==> src/rtl/led_fx_pkg.sv <==
package led_fx_pkg;

  typedef enum logic [1:0] {
    BAT_DEAD0 = 2'b00,
    BAT_DEAD1 = 2'b01,
    BAT_HALF  = 2'b10,
    BAT_FULL  = 2'b11
  } bat_code_e;

  typedef enum logic [2:0] {
    PAT_SOLO0    = 3'd0,
    PAT_SOLO1    = 3'd1,
    PAT_SOLO2    = 3'd2,
    PAT_ALL_MAX  = 3'd3,
    PAT_ALL_MID  = 3'd4,
    PAT_GRADIENT = 3'd5,
    PAT_DARK     = 3'd6,
    PAT_SWEEP    = 3'd7
  } pattern_e;

  localparam int NUM_CH = 3;

endpackage

==> src/rtl/fx_btn_filter.sv <==
module fx_btn_filter #(
  parameter int DEB_CYCLES = 1000000
) (
  input  logic clk,
  input  logic rst_n,
  input  logic btn_i,
  output logic press_o
);
  localparam int DW = (DEB_CYCLES > 2) ? $clog2(DEB_CYCLES) : 1;
  localparam logic [DW-1:0] DEB_LAST = DW'(DEB_CYCLES - 1);

  logic sync1_q, sync2_q;
  logic held_q, held_d;
  logic [DW-1:0] dcnt_q, dcnt_d;
  logic press_d;

  always_comb begin
    held_d  = held_q;
    dcnt_d  = dcnt_q;
    press_d = 1'b0;
    if (sync2_q == held_q) begin
      dcnt_d = '0;
    end else if (dcnt_q == DEB_LAST) begin
      held_d  = sync2_q;
      dcnt_d  = '0;
      press_d = sync2_q;
    end else begin
      dcnt_d = dcnt_q + DW'(1);
    end
  end

  always_ff @(posedge clk or negedge rst_n) begin
    if (!rst_n) begin
      sync1_q <= 1'b0;
      sync2_q <= 1'b0;
      held_q  <= 1'b0;
      dcnt_q  <= '0;
    end else begin
      sync1_q <= btn_i;
      sync2_q <= sync1_q;
      held_q  <= held_d;
      dcnt_q  <= dcnt_d;
    end
  end

  assign press_o = press_d;

  // an accepted press is a single-clock event
  p_single_press_r6: assert property (@(posedge clk) disable iff (!rst_n)
    press_o |=> !press_o);

endmodule

==> src/rtl/fx_pattern.sv <==
module fx_pattern
  import led_fx_pkg::*;
#(
  parameter int DUTY_W      = 8,
  parameter int STEP_CYCLES = 245000
) (
  input  logic                           clk,
  input  logic                           rst_n,
  input  logic                           press_i,
  output logic [NUM_CH-1:0][DUTY_W-1:0]  duty_o
);
  localparam int MAXV  = (1 << DUTY_W) - 1;
  localparam int D_HI  = (MAXV * 9) / 10;
  localparam int D_LO  = MAXV / 10;
  localparam int D_MID = MAXV / 2;
  localparam int SPAN  = D_HI - D_LO;
  localparam int PER   = 2 * SPAN;
  localparam int THIRD = PER / 3;
  localparam int PH_W  = $clog2(PER);
  localparam int SW    = (STEP_CYCLES > 2) ? $clog2(STEP_CYCLES) : 1;

  localparam logic [DUTY_W-1:0] V_HI  = DUTY_W'(D_HI);
  localparam logic [DUTY_W-1:0] V_MID = DUTY_W'(D_MID);
  localparam logic [DUTY_W-1:0] V_LO  = DUTY_W'(D_LO);
  localparam logic [DUTY_W-1:0] V_MAX = DUTY_W'(MAXV);
  localparam logic [PH_W:0]     SPAN_V = (PH_W+1)'(SPAN);
  localparam logic [PH_W:0]     PER_V  = (PH_W+1)'(PER);
  localparam logic [PH_W-1:0]   PH_LAST = PH_W'(PER - 1);
  localparam logic [SW-1:0]     STEP_LAST = SW'(STEP_CYCLES - 1);

  pattern_e mode_q, mode_d;
  logic [SW-1:0]   scnt_q, scnt_d;
  logic [PH_W-1:0] phase_q, phase_d;
  logic [NUM_CH-1:0][DUTY_W-1:0] ramp_w;

  // next-state: pattern selector and sweep phase
  always_comb begin
    mode_d  = press_i ? pattern_e'(mode_q + 3'd1) : mode_q;
    scnt_d  = scnt_q + SW'(1);
    phase_d = phase_q;
    if (scnt_q == STEP_LAST) begin
      scnt_d  = '0;
      phase_d = (phase_q == PH_LAST) ? '0 : phase_q + PH_W'(1);
    end
  end

  always_ff @(posedge clk or negedge rst_n) begin
    if (!rst_n) begin
      mode_q  <= PAT_SOLO0;
      scnt_q  <= '0;
      phase_q <= '0;
    end else begin
      mode_q  <= mode_d;
      scnt_q  <= scnt_d;
      phase_q <= phase_d;
    end
  end

  // one triangle per channel, each shifted by a third of the sweep
  for (genvar k = 0; k < NUM_CH; k++) begin : g_ramp
    logic [PH_W:0] sum_w, chp_w;
    assign sum_w = {1'b0, phase_q} + (PH_W+1)'(k * THIRD);
    assign chp_w = (sum_w >= PER_V) ? sum_w - PER_V : sum_w;
    assign ramp_w[k] = (chp_w < SPAN_V) ? DUTY_W'(D_LO + int'(chp_w))
                                        : DUTY_W'(D_LO + PER - int'(chp_w));

    // sweeping channels stay inside the low/high bounds
    p_ramp_bounds_r7: assert property (@(posedge clk) disable iff (!rst_n)
      (mode_q == PAT_SWEEP) |-> (duty_o[k] >= V_LO && duty_o[k] <= V_HI));
  end

  always_comb begin
    duty_o = '0;
    case (mode_q)
      PAT_SOLO0:    duty_o[0] = V_HI;
      PAT_SOLO1:    duty_o[1] = V_HI;
      PAT_SOLO2:    duty_o[2] = V_HI;
      PAT_ALL_MAX:  duty_o = {V_MAX, V_MAX, V_MAX};
      PAT_ALL_MID:  duty_o = {V_MID, V_MID, V_MID};
      PAT_GRADIENT: duty_o = {V_LO, V_MID, V_HI};
      PAT_DARK:     duty_o = '0;
      PAT_SWEEP:    duty_o = ramp_w;
      default:      duty_o = '0;
    endcase
  end

  // the pattern only moves forward by one, and only on a press
  p_mode_step_r5: assert property (@(posedge clk) disable iff (!rst_n)
    !$stable(mode_q) |-> (mode_q == pattern_e'($past(mode_q) + 3'd1)));
  p_mode_needs_press_r5: assert property (@(posedge clk) disable iff (!rst_n)
    !$stable(mode_q) |-> $past(press_i));
  // the phase advances by one or wraps to zero
  p_phase_step_r7: assert property (@(posedge clk) disable iff (!rst_n)
    !$stable(phase_q) |-> (phase_q == '0 || phase_q == $past(phase_q) + PH_W'(1)));

endmodule

==> src/rtl/fx_battery_gate.sv <==
module fx_battery_gate
  import led_fx_pkg::*;
#(
  parameter int DUTY_W = 8
) (
  input  logic                          clk,
  input  logic                          rst_n,
  input  logic [1:0]                    bat_i,
  input  logic [NUM_CH-1:0][DUTY_W-1:0] duty_i,
  output logic [NUM_CH-1:0][DUTY_W-1:0] duty_o,
  output logic                          sleep_o
);
  logic [1:0] bsync1_q;
  bat_code_e  bsync2_q;
  logic       sleep_q, sleep_d;

  always_comb begin
    sleep_d = sleep_q;
    if (!bsync2_q[1])
      sleep_d = 1'b1;
    else if (bsync2_q == BAT_FULL)
      sleep_d = 1'b0;
  end

  always_ff @(posedge clk or negedge rst_n) begin
    if (!rst_n) begin
      bsync1_q <= 2'b00;
      bsync2_q <= BAT_DEAD0;
      sleep_q  <= 1'b1;
    end else begin
      bsync1_q <= bat_i;
      bsync2_q <= bat_code_e'(bsync1_q);
      sleep_q  <= sleep_d;
    end
  end

  for (genvar k = 0; k < NUM_CH; k++) begin : g_scale
    always_comb begin
      if (sleep_q)
        duty_o[k] = '0;
      else if (bsync2_q == BAT_FULL)
        duty_o[k] = duty_i[k];
      else if (bsync2_q == BAT_HALF)
        duty_o[k] = duty_i[k] >> 1;
      else
        duty_o[k] = '0;
    end
  end

  assign sleep_o = sleep_q;

  // leaving sleep needs a full-battery code; a depleted code always sleeps
  p_wake_on_full_r9: assert property (@(posedge clk) disable iff (!rst_n)
    $fell(sleep_q) |-> ($past(bsync2_q) == BAT_FULL));
  p_sleep_on_low_r9: assert property (@(posedge clk) disable iff (!rst_n)
    !bsync2_q[1] |=> sleep_q);

endmodule

==> src/rtl/fx_pwm_bank.sv <==
module fx_pwm_bank
  import led_fx_pkg::*;
#(
  parameter int DUTY_W   = 8,
  parameter int PRESCALE = 195
) (
  input  logic                          clk,
  input  logic                          rst_n,
  input  logic [NUM_CH-1:0][DUTY_W-1:0] duty_i,
  input  logic                          dark_i,
  output logic [NUM_CH-1:0]             pwm_o
);
  logic tick;
  logic wrap;
  logic [DUTY_W-1:0] cnt_q, cnt_d;
  logic [NUM_CH-1:0][DUTY_W-1:0] cmp_q, cmp_d;
  logic [NUM_CH-1:0] pwm_q, pwm_d;

  if (PRESCALE > 1) begin : g_div
    localparam int PW = $clog2(PRESCALE);
    logic [PW-1:0] pc_q, pc_d;
    assign tick = (pc_q == PW'(PRESCALE - 1));
    assign pc_d = tick ? '0 : pc_q + PW'(1);
    always_ff @(posedge clk or negedge rst_n) begin
      if (!rst_n) pc_q <= '0;
      else        pc_q <= pc_d;
    end
  end else begin : g_nodiv
    assign tick = 1'b1;
  end

  assign wrap = tick && (cnt_q == {DUTY_W{1'b1}});

  always_comb begin
    cnt_d = tick ? cnt_q + DUTY_W'(1) : cnt_q;
    cmp_d = wrap ? duty_i : cmp_q;
    for (int k = 0; k < NUM_CH; k++)
      pwm_d[k] = (cnt_q < cmp_q[k]);
  end

  always_ff @(posedge clk or negedge rst_n) begin
    if (!rst_n) begin
      cnt_q <= '0;
      cmp_q <= '0;
      pwm_q <= '0;
    end else begin
      cnt_q <= cnt_d;
      cmp_q <= cmp_d;
      pwm_q <= pwm_d;
    end
  end

  assign pwm_o = pwm_q & ~{NUM_CH{dark_i}};

  // compare registers only change right after a counter wrap
  p_latch_on_wrap_r10: assert property (@(posedge clk) disable iff (!rst_n)
    !$stable(cmp_q) |-> $past(wrap));

endmodule

==> src/rtl/led_fx_pwm.sv <==
module led_fx_pwm
  import led_fx_pkg::*;
#(
  parameter int DUTY_W      = 8,
  parameter int PRESCALE    = 195,
  parameter int DEB_CYCLES  = 1000000,
  parameter int STEP_CYCLES = 245000
) (
  input  logic       clk,
  input  logic       rst_n,
  input  logic       btn_i,
  input  logic [1:0] bat_i,
  output logic [2:0] pwm_o,
  output logic       sleep_o
);
  logic press;
  logic sleep_w;
  logic [NUM_CH-1:0][DUTY_W-1:0] raw_duty, gated_duty;

  fx_btn_filter #(.DEB_CYCLES(DEB_CYCLES)) u_btn (
    .clk(clk), .rst_n(rst_n), .btn_i(btn_i), .press_o(press));

  fx_pattern #(.DUTY_W(DUTY_W), .STEP_CYCLES(STEP_CYCLES)) u_pat (
    .clk(clk), .rst_n(rst_n), .press_i(press), .duty_o(raw_duty));

  fx_battery_gate #(.DUTY_W(DUTY_W)) u_bat (
    .clk(clk), .rst_n(rst_n), .bat_i(bat_i), .duty_i(raw_duty),
    .duty_o(gated_duty), .sleep_o(sleep_w));

  fx_pwm_bank #(.DUTY_W(DUTY_W), .PRESCALE(PRESCALE)) u_pwm (
    .clk(clk), .rst_n(rst_n), .duty_i(gated_duty), .dark_i(sleep_w),
    .pwm_o(pwm_o));

  assign sleep_o = sleep_w;

  // every output is dark while asleep
  p_dark_in_sleep_r9: assert property (@(posedge clk) disable iff (!rst_n)
    sleep_o |-> (pwm_o == 3'b000));

endmodule

==> config.mk <==
export PLATFORM = sky130hd
export DESIGN_NAME = led_fx_pwm
export DESIGN_NICKNAME = d
export VERILOG_FILES = /design/src/rtl/led_fx_pkg.sv /design/src/rtl/fx_btn_filter.sv /design/src/rtl/fx_pattern.sv /design/src/rtl/fx_battery_gate.sv /design/src/rtl/fx_pwm_bank.sv /design/src/rtl/led_fx_pwm.sv
export SDC_FILE = /design/constraint.sdc
export NUM_CORES = 1
export LEC_CHECK = 0
export ABC_AREA = 1
export BUFFER_PORTS_ARGS = -buffer_cell sky130_fd_sc_hd__clkbuf_2
export CAP_MARGIN = 40
export CORE_ASPECT_RATIO = 1.75
export CORE_MARGIN = 1.5
export CORE_UTILIZATION = 57
export DETAILED_ROUTE_END_ITERATION = 8
export PLACE_DENSITY = 0.75
export SLEW_MARGIN = 20
export SYNTH_ARGS = -nofsm -noshare
export SYNTH_HDL_FRONTEND = slang
export SYNTH_HIERARCHICAL = 1
export SYNTH_SLANG_ARGS = --single-unit
==> constraint.sdc <==
create_clock -name clk -period 2.6 [get_ports clk]
set_input_delay 0.13 -clock clk [delete_from_list [all_inputs] [get_ports clk]]
set_output_delay 0.13 -clock clk [all_outputs]
set_load 0.01 [all_outputs]
==> impl_metrics.ini, run 1 <==
[route]
vias = 7673
drc_errors = 0
routed_wl_microns = 19700
wl_per_cell_microns = 14.0
ant_nets = 0
first_pass_iters = 5
routed_via_density = 5.45
drtIter0Drc = 325

[yosys]
synthFlopType = dfrtp_1
syn_nets = 1176
ys_async_sr_fraction_pct = 100
synth.distinct_cells = 51
ys_seq_area_share_pct = 31.5
netlist.area_leader.share_pct = 31.1
synth_seq_cells = 101
syn_area_per_cell_sq_um = 7.11
synthesis.instances = 1130
synth-edff-count = 0
synth_largest_area_cell = dfrtp_1
yosys-top-cells-area = dfrtp_1, nand2_1, nand3_1, ha_1, inv_1
yosys_warnings = 6
synth_area_sq_um = 8040

[grt]
grt_pass1_vias = 7559
grt_usage_pct = 27.4
antenna_found_initial = 0
grt_pass1_wl_microns = 33100
grt-ovfl-total = 0
grt_max_degree = 57

[setup_path]
end_kind = flop
arrival_ps = 3020
cp_max_fo = 7
crit_type = reg2reg
startpoint_type = flop
cp_data_required_time_ps = 2880

[floorplanning]
pin_count = 9
die-width_microns = 92.8
start_util_pct = 58.1
die-area_sq_um = 14800
placementRows = 57
die_y_microns = 160
coreArea_sq_um = 13800

[placement]
portBuffers = 8
gp_congestion = 0.951
hpwlAfterDp_microns = 14800
pre_cts_ws_ps = -214

[final_layout]
drive_gt1_share_pct = 23.0
final_core_util_pct = 68.8
nFillCells = 1172
synthToLayoutAreaGrowth_pct = 18.5
regArea_sq_um = 2530
multiInputGateArea_sq_um = 5070
final_nets = 1271
antennaDiodeCount = 0

[outcome]
status = finished with violations
violations = negative setup slack

[flow_run]
cap_violations = 0

[timing]
fin_crit_sh_pct = 106
fmax_mhz = 365
hold_viol = 0
rsz0062_at_grt = yes
finalCriticalPeriod_ps = 2740
skew_ps = 15.3
worst_slew_margin_rel_pct = 55.2
slew_violations = 0
setup_slack_ps = -143
tightest_slew_ps = 667
setup-violations-final = 16

[clock_network]
cts_tree = yes
numCtsBuffers = 9
clk_pin_slew_ps = 80
cts_num_sinks = 101
clk_path_buf_depth = 2
cts-root-buf = clkbuf_16
h-tree-depth = 3
clk_latency_ps = 350

[min_path]
hold_class = in2async

[power_and_ir_drop]
power.density_nw_per_um2 = 325
leakage_nw = 4.88
ir_drop_mv = 0.271
final timing paths:
kind                                               from                     endpoint  slack, ps  cells past startpoint
max                        u_pat/phase_q[4]$_DFFE_PN0N_  u_pwm/cmp_q[18]$_DFFE_PN0P_       -140                     19
max reg2reg                u_pat/phase_q[4]$_DFFE_PN0N_  u_pwm/cmp_q[18]$_DFFE_PN0P_       -140                     19
max in group asynchronous                         rst_n    u_bat/sleep_o$_DFFE_PN1P_       1520                      3
min                                               rst_n   u_btn/dcnt_q[15]$_DFF_PN0_        320                      2
min in group clk            u_bat/bsync1_q[0]$_DFF_PN0_  u_bat/bsync2_q[0]$_DFF_PN0_        350                      0
min reg2reg                 u_bat/bsync1_q[0]$_DFF_PN0_  u_bat/bsync2_q[0]$_DFF_PN0_        350                      0
repair_timing:
action,CTS,global route
setup endpoints to repair,24,24
resized for setup,56,36
hold buffers,4,0
setup buffers,14,5
hold endpoints to repair,48,0
pin swaps,47,38
cells by family (layout without fill, tap and decap cells):
logic type,after synthesis,in the layout,share of synthesized area (%)
buf+inv,163,263,9.22
xor+xnor,47,47,5.22
compound gates,101,101,7.51
flops,101,101,31.5
fa+ha+maj,41,41,6.38
simple gates,677,677,40.2
stage by stage:
step                      instances  total power [mW]  cell area [sq um]  TNS, ps  hold WS [ps]
after global placement         1368              1.72               8680    -2090           184
after detailed placement       1368              1.72               8680    -3760           184
after floorplan                1130              1.67               8040        0          -166
after CTS                      1402              3.13               9350     -375           352
final                          1407              3.10               9530     -909           322
after global routing           1407              3.20               9530    -4890           356
layout by cell type, fill, tap and decap left out, types with 7 or more instances in the layout:
cell       Yosys  layout
nand2_1      314     300
nand3_1      139     130
inv_1        125     120
nor2_1       104     100
dfrtp_1      100      97
buf_4          5      91
a21oi_1       50      36
ha_1          41      36
nand2_2       27      35
xor2_1        33      33
nand3_2       12      19
nand2_4       12      17
nand4_1       16      16
o21ai_0       21      16
nor2_2        14      15
a21oi_2        1      15
xnor2_1       13      13
inv_2          9      12
nor3_1        13      12
o21ai_1        6      10
clkbuf_16      0       9
nor2_4         6       9
buf_6          5       8
clkbuf_2       0       7
critical path: stages (launching register included):
cell     delay, ps
dfrtp_2        470
buf_6          150
buf_6          110
nand4_1        130
nand2_2        110
buf_4          150
buf_4          140
a31oi_4        160
or2_2          150
nand3_2         70
inv_2           70
nand2_4         80
buf_4          150
nand2_1         60
nand3_2         80
a21oi_2        160
nand3_1        100
a21oi_2        150
nand3_1        110
nand2_1         90
final cells by class:
| cell class | count | area share (%) |
|---|---|---|
| multi-input combinational | 866 | 53.2 |
| tap | 177 | 2.32 |
| sequential | 101 | 26.6 |
| clock inverter | 6 | 0.828 |
| timing repair buffer | 111 | 9.12 |
| inverter | 136 | 5.52 |
| clock buffer | 10 | 2.40 |
cell usage after synthesis, types with 13 or more instances:
master	instances
nand4_1	16
xor2_1	33
inv_1	125
xnor2_1	13
a21oi_1	50
nor2_1	104
nand3_1	139
nor2_2	14
nand2_1	314
dfrtp_1	100
o21ai_0	21
ha_1	41
nand2_2	27
nor3_1	13
sequential cells by signal, summed over array words and instances, names as in the netlist:
register / cells
u_bat/sleep_o: 1
u_btn/dcnt_q: 20
u_btn/held_q: 1
u_pwm/cnt_q: 8
u_pwm/g_div.pc_q: 8
u_pat/mode_q: 3
u_pat/scnt_q: 18
u_pwm/pwm_q: 3
u_pat/phase_q: 9
u_pwm/cmp_q: 24
u_bat/bsync1_q: 2
u_btn/sync2_q: 1
u_btn/sync1_q: 1
u_bat/bsync2_q: 2
layer usage:
layer	part of all wire, %	wire, microns	global-route usage [%]	vias to the layer above
li1	-	-	-	3824
met1	36	7050	26.4	3564
met2	54	10700	52.2	185
met3	2.6	515	3.43	100
met4	7.2	1420	18.7	0
met5	0	0	0	-
power by group:
group	internal, mW	switching, mW	leakage, nW
registers	1.58	0.0211	1.36
logic	0.0232	0.0687	3.37
clock network	0.768	0.636	0.151
Power figures use the tool's default switching activity.
==> run 2: changes to the inputs <==
--- a/config.mk
+++ b/config.mk
@@ -16,5 +16,4 @@
 export SLEW_MARGIN = 20
 export SYNTH_ARGS = -nofsm -noshare
 export SYNTH_HDL_FRONTEND = slang
-export SYNTH_HIERARCHICAL = 1
 export SYNTH_SLANG_ARGS = --single-unit
==> constraint.sdc (replaced) <==
create_clock -name clk -period 2.25 [get_ports clk]
set_input_delay 0.1125 -clock clk [delete_from_list [all_inputs] [get_ports clk]]
set_output_delay 0.1125 -clock clk [all_outputs]
set_load 0.01 [all_outputs]
==> run 2 against run 1 <==
Against the previous run:
- the run still ends with negative setup slack left
- die area is 7.3% lower
- cell area is 1.5% higher
- synthesized cell count is 9.6% lower
- total power is 14% higher
- cell count is 4.4% lower
- worst setup slack worse by 150 ps
- critical endpoint is now u_pwm.cmp_q[21]$_DFFE_PN0P_
==> impl_metrics.ini, run 2 <==
[clock_network]
clk_latency_ps = 350
clk_pin_slew_ps = 70
cts-root-buf = clkbuf_16
cts_tree = yes
numCtsBuffers = 9
h-tree-depth = 3
cts_num_sinks = 101
clk_path_buf_depth = 2

[min_path]
hold_class = in2async

[timing]
setup-violations-final = 25
worst_slew_margin_rel_pct = 65.1
tightest_slew_ps = 523
setup_slack_ps = -290
fin_crit_sh_pct = 113
fmax_mhz = 394
hold_ws_ps = 273
skew_ps = 11.0
rsz0062_at_grt = yes
finalCriticalPeriod_ps = 2540
slew_violations = 0
hold_viol = 0

[route]
routed_via_density = 5.44
drtIter0Drc = 313
vias = 7313
drc_errors = 0
first_pass_iters = 6
routed_wl_microns = 20000
wl_per_cell_microns = 14.9
ant_nets = 0

[yosys]
synth.distinct_cells = 51
synth_common_cells = nand2_1, inv_1, nand3_1, dfrtp_1, nor2_1
synth_simple_gate_area_share_pct = 33.5
syn_area_per_cell_sq_um = 7.27
synth_largest_area_cell = dfrtp_1
ys_async_sr_fraction_pct = 100
synth-edff-count = 0
ys_seq_area_share_pct = 34.0
synthXorXnorAreaFrac_pct = 5.10
syn_nets = 1069
synth_top_family_by_area = simple AND/OR/NAND/NOR gates
synth_compound_area_share_pct = 10.5
synthesis.instances = 1022
synthAdderAreaFrac_pct = 7.07
synth_area_sq_um = 7430
yosys-top-cells-area = dfrtp_1, nand2_1, inv_1, ha_1, nand3_1
yosys_warnings = 0
synth_seq_cells = 101
synth_mux_area_share_pct = 0.152
yosysMostFrequentCell = nand2_1
synthFlopType = dfrtp_1
netlist.area_leader.share_pct = 33.7

[power_and_ir_drop]
p_sw_share_pct = 22.5
clock_power_share_pct = 45.0
ir_drop_mv = 0.460
power.density_nw_per_um2 = 367
power.switching_mw = 0.799
leakage_nw = 4.82
internal_power_mw = 2.75
combPwrFrac_pct = 3.1
power_frac_seq_pct = 51.9
finalPower_mw = 3.55

[final_layout]
regArea_sq_um = 2530
biggestRegsByFlops = u_pwm.cmp_q x24, u_btn.dcnt_q x20, u_pat.scnt_q x18
antennaDiodeCount = 0
final_nets = 1216
final_core_util_pct = 75.6
drive_gt1_share_pct = 30.0
regMostFlops = u_pwm.cmp_q
largest_reg_flops = 24
synthToLayoutAreaGrowth_pct = 30.2
nFillCells = 969
multiInputGateArea_sq_um = 4820
layout_commonest_cell = nand2_1
final_cell_mix = nand2_1, inv_1, buf_4, dfrtp_1, nand3_1

[floorplanning]
pin_count = 9
placementRows = 55
start_util_pct = 58.1
coreArea_sq_um = 12800
die_y_microns = 154
die-width_microns = 89.3
die-area_sq_um = 13800

[placement]
portBuffers = 8
gp_congestion = 0.944
hpwlAfterDp_microns = 14300

[setup_path]
startpoint_type = flop
cp_data_required_time_ps = 2490
end_kind = flop
arrival_ps = 2780
cp_max_fo = 8
crit_type = reg2reg

[flow_run]
cap_violations = 0

[outcome]
status = finished with violations
violations = negative setup slack

[grt]
grt_pass1_wl_microns = 31800
grt-ovfl-total = 0
grt_usage_pct = 29.3
grt_max_degree = 48
antenna_found_initial = 0
grt_pass1_vias = 7293
## run 2: cell count changes in the layout (fill, tap and decap cells not counted), moves of 13 or more
cell / previous run / this run
nand3_1: 130 / 72
nand3_2: 19 / 32
nand2_1: 300 / 217
nor2_1: 100 / 69
buf_4: 91 / 125
inv_1: 120 / 143
## run 2: kinds of logic after synthesis
| family | count (synthesis) |
|---|---|
| buf+inv | 179 |
| fa+ha+maj | 42 |
| flops | 101 |
| simple gates | 530 |
| compound gates | 130 |
| mux | 1 |
| xor+xnor | 39 |
## run 2: final timing paths
path                                           endpoint                         start  slack [ps]  depth (start not counted)
max                         u_pwm.cmp_q[21]$_DFFE_PN0P_  u_pat.phase_q[4]$_DFFE_PN0N_        -290                         19
min                            u_pwm.pwm_q[1]$_DFF_PN0_                         rst_n         270                          2
max reg2reg                 u_pwm.cmp_q[21]$_DFFE_PN0P_  u_pat.phase_q[4]$_DFFE_PN0N_        -290                         19
min reg2reg                     u_btn.sync2_q$_DFF_PN0_       u_btn.sync1_q$_DFF_PN0_         350                          0
max in group asynchronous  u_pat.phase_q[1]$_DFFE_PN0N_                         rst_n        1280                          3
min in group clk                u_btn.sync2_q$_DFF_PN0_       u_btn.sync1_q$_DFF_PN0_         350                          0
## run 2: per-layer routing
metal / wire [microns] / share of wire [%] / track usage (%) / vias up
met5: 0 / 0 / 0 / -
met1: 6980 / 35 / 28.2 / 3454
met2: 11300 / 57 / 55.5 / 168
met3: 578 / 2.9 / 4.35 / 88
met4: 1090 / 5.4 / 17.4 / 0
li1: - / - / - / 3603
## run 2: final cells by class
class / count / area share (%)
clock buffers: 10 / 2.37
clock inverters: 6 / 0.828
inverters: 167 / 6.79
multi-input cells: 746 / 49.8
flip-flops and latches: 101 / 26.2
well taps: 171 / 2.21
repair buffers: 144 / 11.8
## run 2: through the flow
stage	cell area (sq um)	setup slack (ps)	instances	TNS, ps
floorplan	7570	-103	1022	-655
global placement	8510	-212	1289	-2990
detailed placement	8510	-285	1289	-4130
CTS	9230	-251	1332	-4710
global route	9670	-449	1345	-9850
finish	9670	-290	1345	-4880
## run 2: timing repair
item	CTS	global route
endpoints found under the hold margin	36	0
endpoints found under the setup margin	26	37
buffers inserted	19	16
hold buffers	4	0
gates resized for setup	56	89
cloned	4	0
pin swaps	30	57
## run 2: critical path, cell delays in order (launching register included)
cell and delay [ps]:
dfrtp_2 460, buf_12 150, inv_6 50, ha_4 200, a21oi_4 190, nand3_4 130, nand2_8 140, nand3_2 100
nand2_4 130, nand3_2 120, nand2_4 110, nand2_4 80, inv_4 80, nand2_1 60, nand3_2 80, nand2_2 60
nand2_1 70, nand2_1 60, nand2_1 90, nand2_1 50
## run 2: power by group through the flow
stage	clock [mW]	combinational, mW	sequential [mW]
floorplan	0	0.0308	1.87
global placement	0	0.0903	1.87
detailed placement	0	0.0922	1.87
CTS	1.62	0.103	1.84
global route	1.68	0.125	1.84
finish	1.60	0.111	1.84
==> run 3: changes to the inputs <==
--- a/config.mk
+++ b/config.mk
@@ -11,6 +11,7 @@
 export CORE_ASPECT_RATIO = 1.75
 export CORE_MARGIN = 1.5
 export CORE_UTILIZATION = 57
+export CTS_BUF_LIST = sky130_fd_sc_hd__clkbuf_8
 export DETAILED_ROUTE_END_ITERATION = 8
 export PLACE_DENSITY = 0.75
 export SLEW_MARGIN = 20
==> run 3 against run 2 <==
Against the previous run:
- the run still ends with negative setup slack left
- register-to-register slack lost 20 ps
- cell count is 0.45% lower
- critical path depth is 2 higher
- cell area decreased by 0.57%
- hold slack lost 34 ps
- first-iteration DRC count shrank 7.3%
- clock power fell by 25%
- fmax fell by 0.88%
- non-clock buffer count down 6
- critical endpoint unchanged
==> impl_metrics.ini, run 3 (same netlist as run 2, synthesis figures left out) <==
[setup_path]
arrival_ps = 2840
critPathLaunch = u_pat.phase_q[4]$_DFFE_PN0N_
crit_chain = buf_12 -> inv_8 -> ha_4 -> buf_4 -> inv_1 -> nand2_2 -> nor2_4 -> xnor2_2 -> nand2_2 -> nand2_2 -> nor2_4 -> nand2_4 -> nand2_4 -> inv_4 -> nand2_2 -> nand3_2 -> nand2_2 -> nand2_1 -> nand2_1 -> nand2_1 -> nand2_1
slowest_stage = dfrtp_2
critPathMaxStageDelay_ps = 480
cp_max_fo = 6
r2r_start = u_pat.phase_q[4]$_DFFE_PN0N_
r2r-end = u_pwm.cmp_q[21]$_DFFE_PN0P_
r2r_setup_slack_ps = -310
startpoint_type = flop
reg2reg_depth = 21
crit_top_cell = nand2_2
crit_type = reg2reg
cp_data_required_time_ps = 2530
setup.worst_path.end = u_pwm.cmp_q[21]$_DFFE_PN0P_
end_kind = flop

[timing]
setup_slack_ps = -312
slew_violations = 0
tns_ps = -4910
skew_ps = 18.0
tightest_slew_ps = 516
hold_viol = 0
finalCriticalPeriod_ps = 2560
fmax_mhz = 390
fin_crit_sh_pct = 114
rsz0062_at_grt = yes
setup-violations-final = 25
worst_slew_margin_rel_pct = 65.6

[floorplanning]
die-width_microns = 89.3
placementRows = 55
die-area_sq_um = 13800
coreArea_sq_um = 12800
pin_count = 9
start_util_pct = 58.1
die_y_microns = 154

[power_and_ir_drop]
power_frac_seq_pct = 58.4
power.switching_mw = 0.756
ir_drop_mv = 0.281
combPwrFrac_pct = 3.4
power.density_nw_per_um2 = 327
clock_power_share_pct = 38.2
internal_power_mw = 2.39
leakage_nw = 4.80
p_sw_share_pct = 24.0

[route]
drc_errors = 0
vias = 7293
first_pass_iters = 5
routed_via_density = 5.45
wl_per_cell_microns = 14.9
ant_nets = 0
drtIter0Drc = 290
routed_wl_microns = 19900

[clock_network]
clk_path_buf_depth = 2
h-tree-depth = 3
numCtsBuffers = 9
clk_pin_slew_ps = 100
clk_latency_ps = 380
cts-root-buf = clkbuf_8
cts_num_sinks = 101
cts_tree = yes

[final_layout]
largest_reg_flops = 24
drive_gt1_share_pct = 30.5
fin_area_sq_um = 9620
final_core_util_pct = 75.1
nFillCells = 987
antennaDiodeCount = 0
synthToLayoutAreaGrowth_pct = 29.4
biggestRegsByFlops = u_pwm.cmp_q x24, u_btn.dcnt_q x20, u_pat.scnt_q x18
final_nets = 1210
regMostFlops = u_pwm.cmp_q
layout_commonest_cell = nand2_1
final_cell_mix = nand2_1, inv_1, buf_4, dfrtp_1, nand3_1

[flow_run]
cap_violations = 0

[grt]
grt_usage_pct = 28.6
antenna_found_initial = 0
grt.met3_usage_pct = 4.03
use_met2_pct = 54.2
grt_use_met1_pct = 28.4
grt_pass1_vias = 7138
top_usage_layer = met2
grt-ovfl-total = 0
grt_max_degree = 48
grt_pass1_wl_microns = 31100

[min_path]
hold_class = in2async

[placement]
placedInstanceArea_sq_um = 8510
gp_congestion = 0.944
hpwlAfterDp_microns = 14300
portBuffers = 8
pre_cts_ws_ps = -285

[outcome]
status = finished with violations
violations = negative setup slack
## run 3: cell types whose count changed in the layout (fill, tap and decap cells not counted), moves of 3 or more
cell       before  now
clkbuf_8        0    9
buf_4         125  117
clkbuf_16       9    0
nand2_1       217  214
nor2_1         69   66
## run 3: worst min path at each step
stage                             endpoint  start  slack, ps  depth (start not counted)
6_report          u_pwm.pwm_q[1]$_DFF_PN0_  rst_n        240                          2
5_1_grt           u_pwm.pwm_q[1]$_DFF_PN0_  rst_n        280                          2
4_1_cts          u_pat.scnt_q[6]$_DFF_PN0_  rst_n        260                          2
3_5_place_dp      u_pwm.pwm_q[1]$_DFF_PN0_  rst_n        120                          1
3_3_place_gp   u_pwm.cmp_q[15]$_DFFE_PN0P_  rst_n        120                          1
2_1_floorplan  u_bat.bsync1_q[0]$_DFF_PN0_  rst_n       -180                          0
## run 3: stage by stage
stage	cells	power, mW	hold WS, ps
floorplan	1022	1.90	-183
global placement	1289	1.96	116
detailed placement	1289	1.96	117
CTS	1324	3.16	257
global route	1339	3.24	278
finish	1339	3.15	239
## run 3: power groups by stage
stage	Sequential [mW]	Combinational [mW]	Clock, mW
3_5_place_dp	1.87	0.0922	0
5_1_grt	1.84	0.122	1.28
3_3_place_gp	1.87	0.0903	0
6_report	1.84	0.108	1.20
2_1_floorplan	1.87	0.0308	0
4_1_cts	1.84	0.0984	1.22
## run 3: critical path: cells and delay by family, from the launching register on
kind | cells | cell delay [ps]
buffers and inverters | 5 | 520
adder cells (fa/ha/maj) | 1 | 190
AND/OR/NAND/NOR | 14 | 1120
XOR/XNOR | 1 | 150
flip-flops | 1 | 480
## run 3: layout make-up
cell class	count	area [sq um]	area share [%]
multi-input cells	746	4890	50.9
flip-flops and latches	101	2530	26.3
repair buffers	138	1100	11.5
inverters	167	664	6.91
well taps	171	214	2.22
clock buffers	9	124	1.29
clock inverters	7	83.8	0.872
## run 3: timing repair
action                                  in CTS  in global routing
endpoints found under the setup margin      26                 34
hold buffers                                 4                  0
cloned                                       4                  0
setup buffers                               11                 16
endpoints found under the hold margin       36                  0
pin swaps                                   40                 70
gates resized for setup                     63                105
## run 3: layer usage
metal	share of wire, %	up-vias
met5	0	-
met4	6.8	0
met3	2.6	111
met2	55	184
met1	36	3412
li1	-	3586
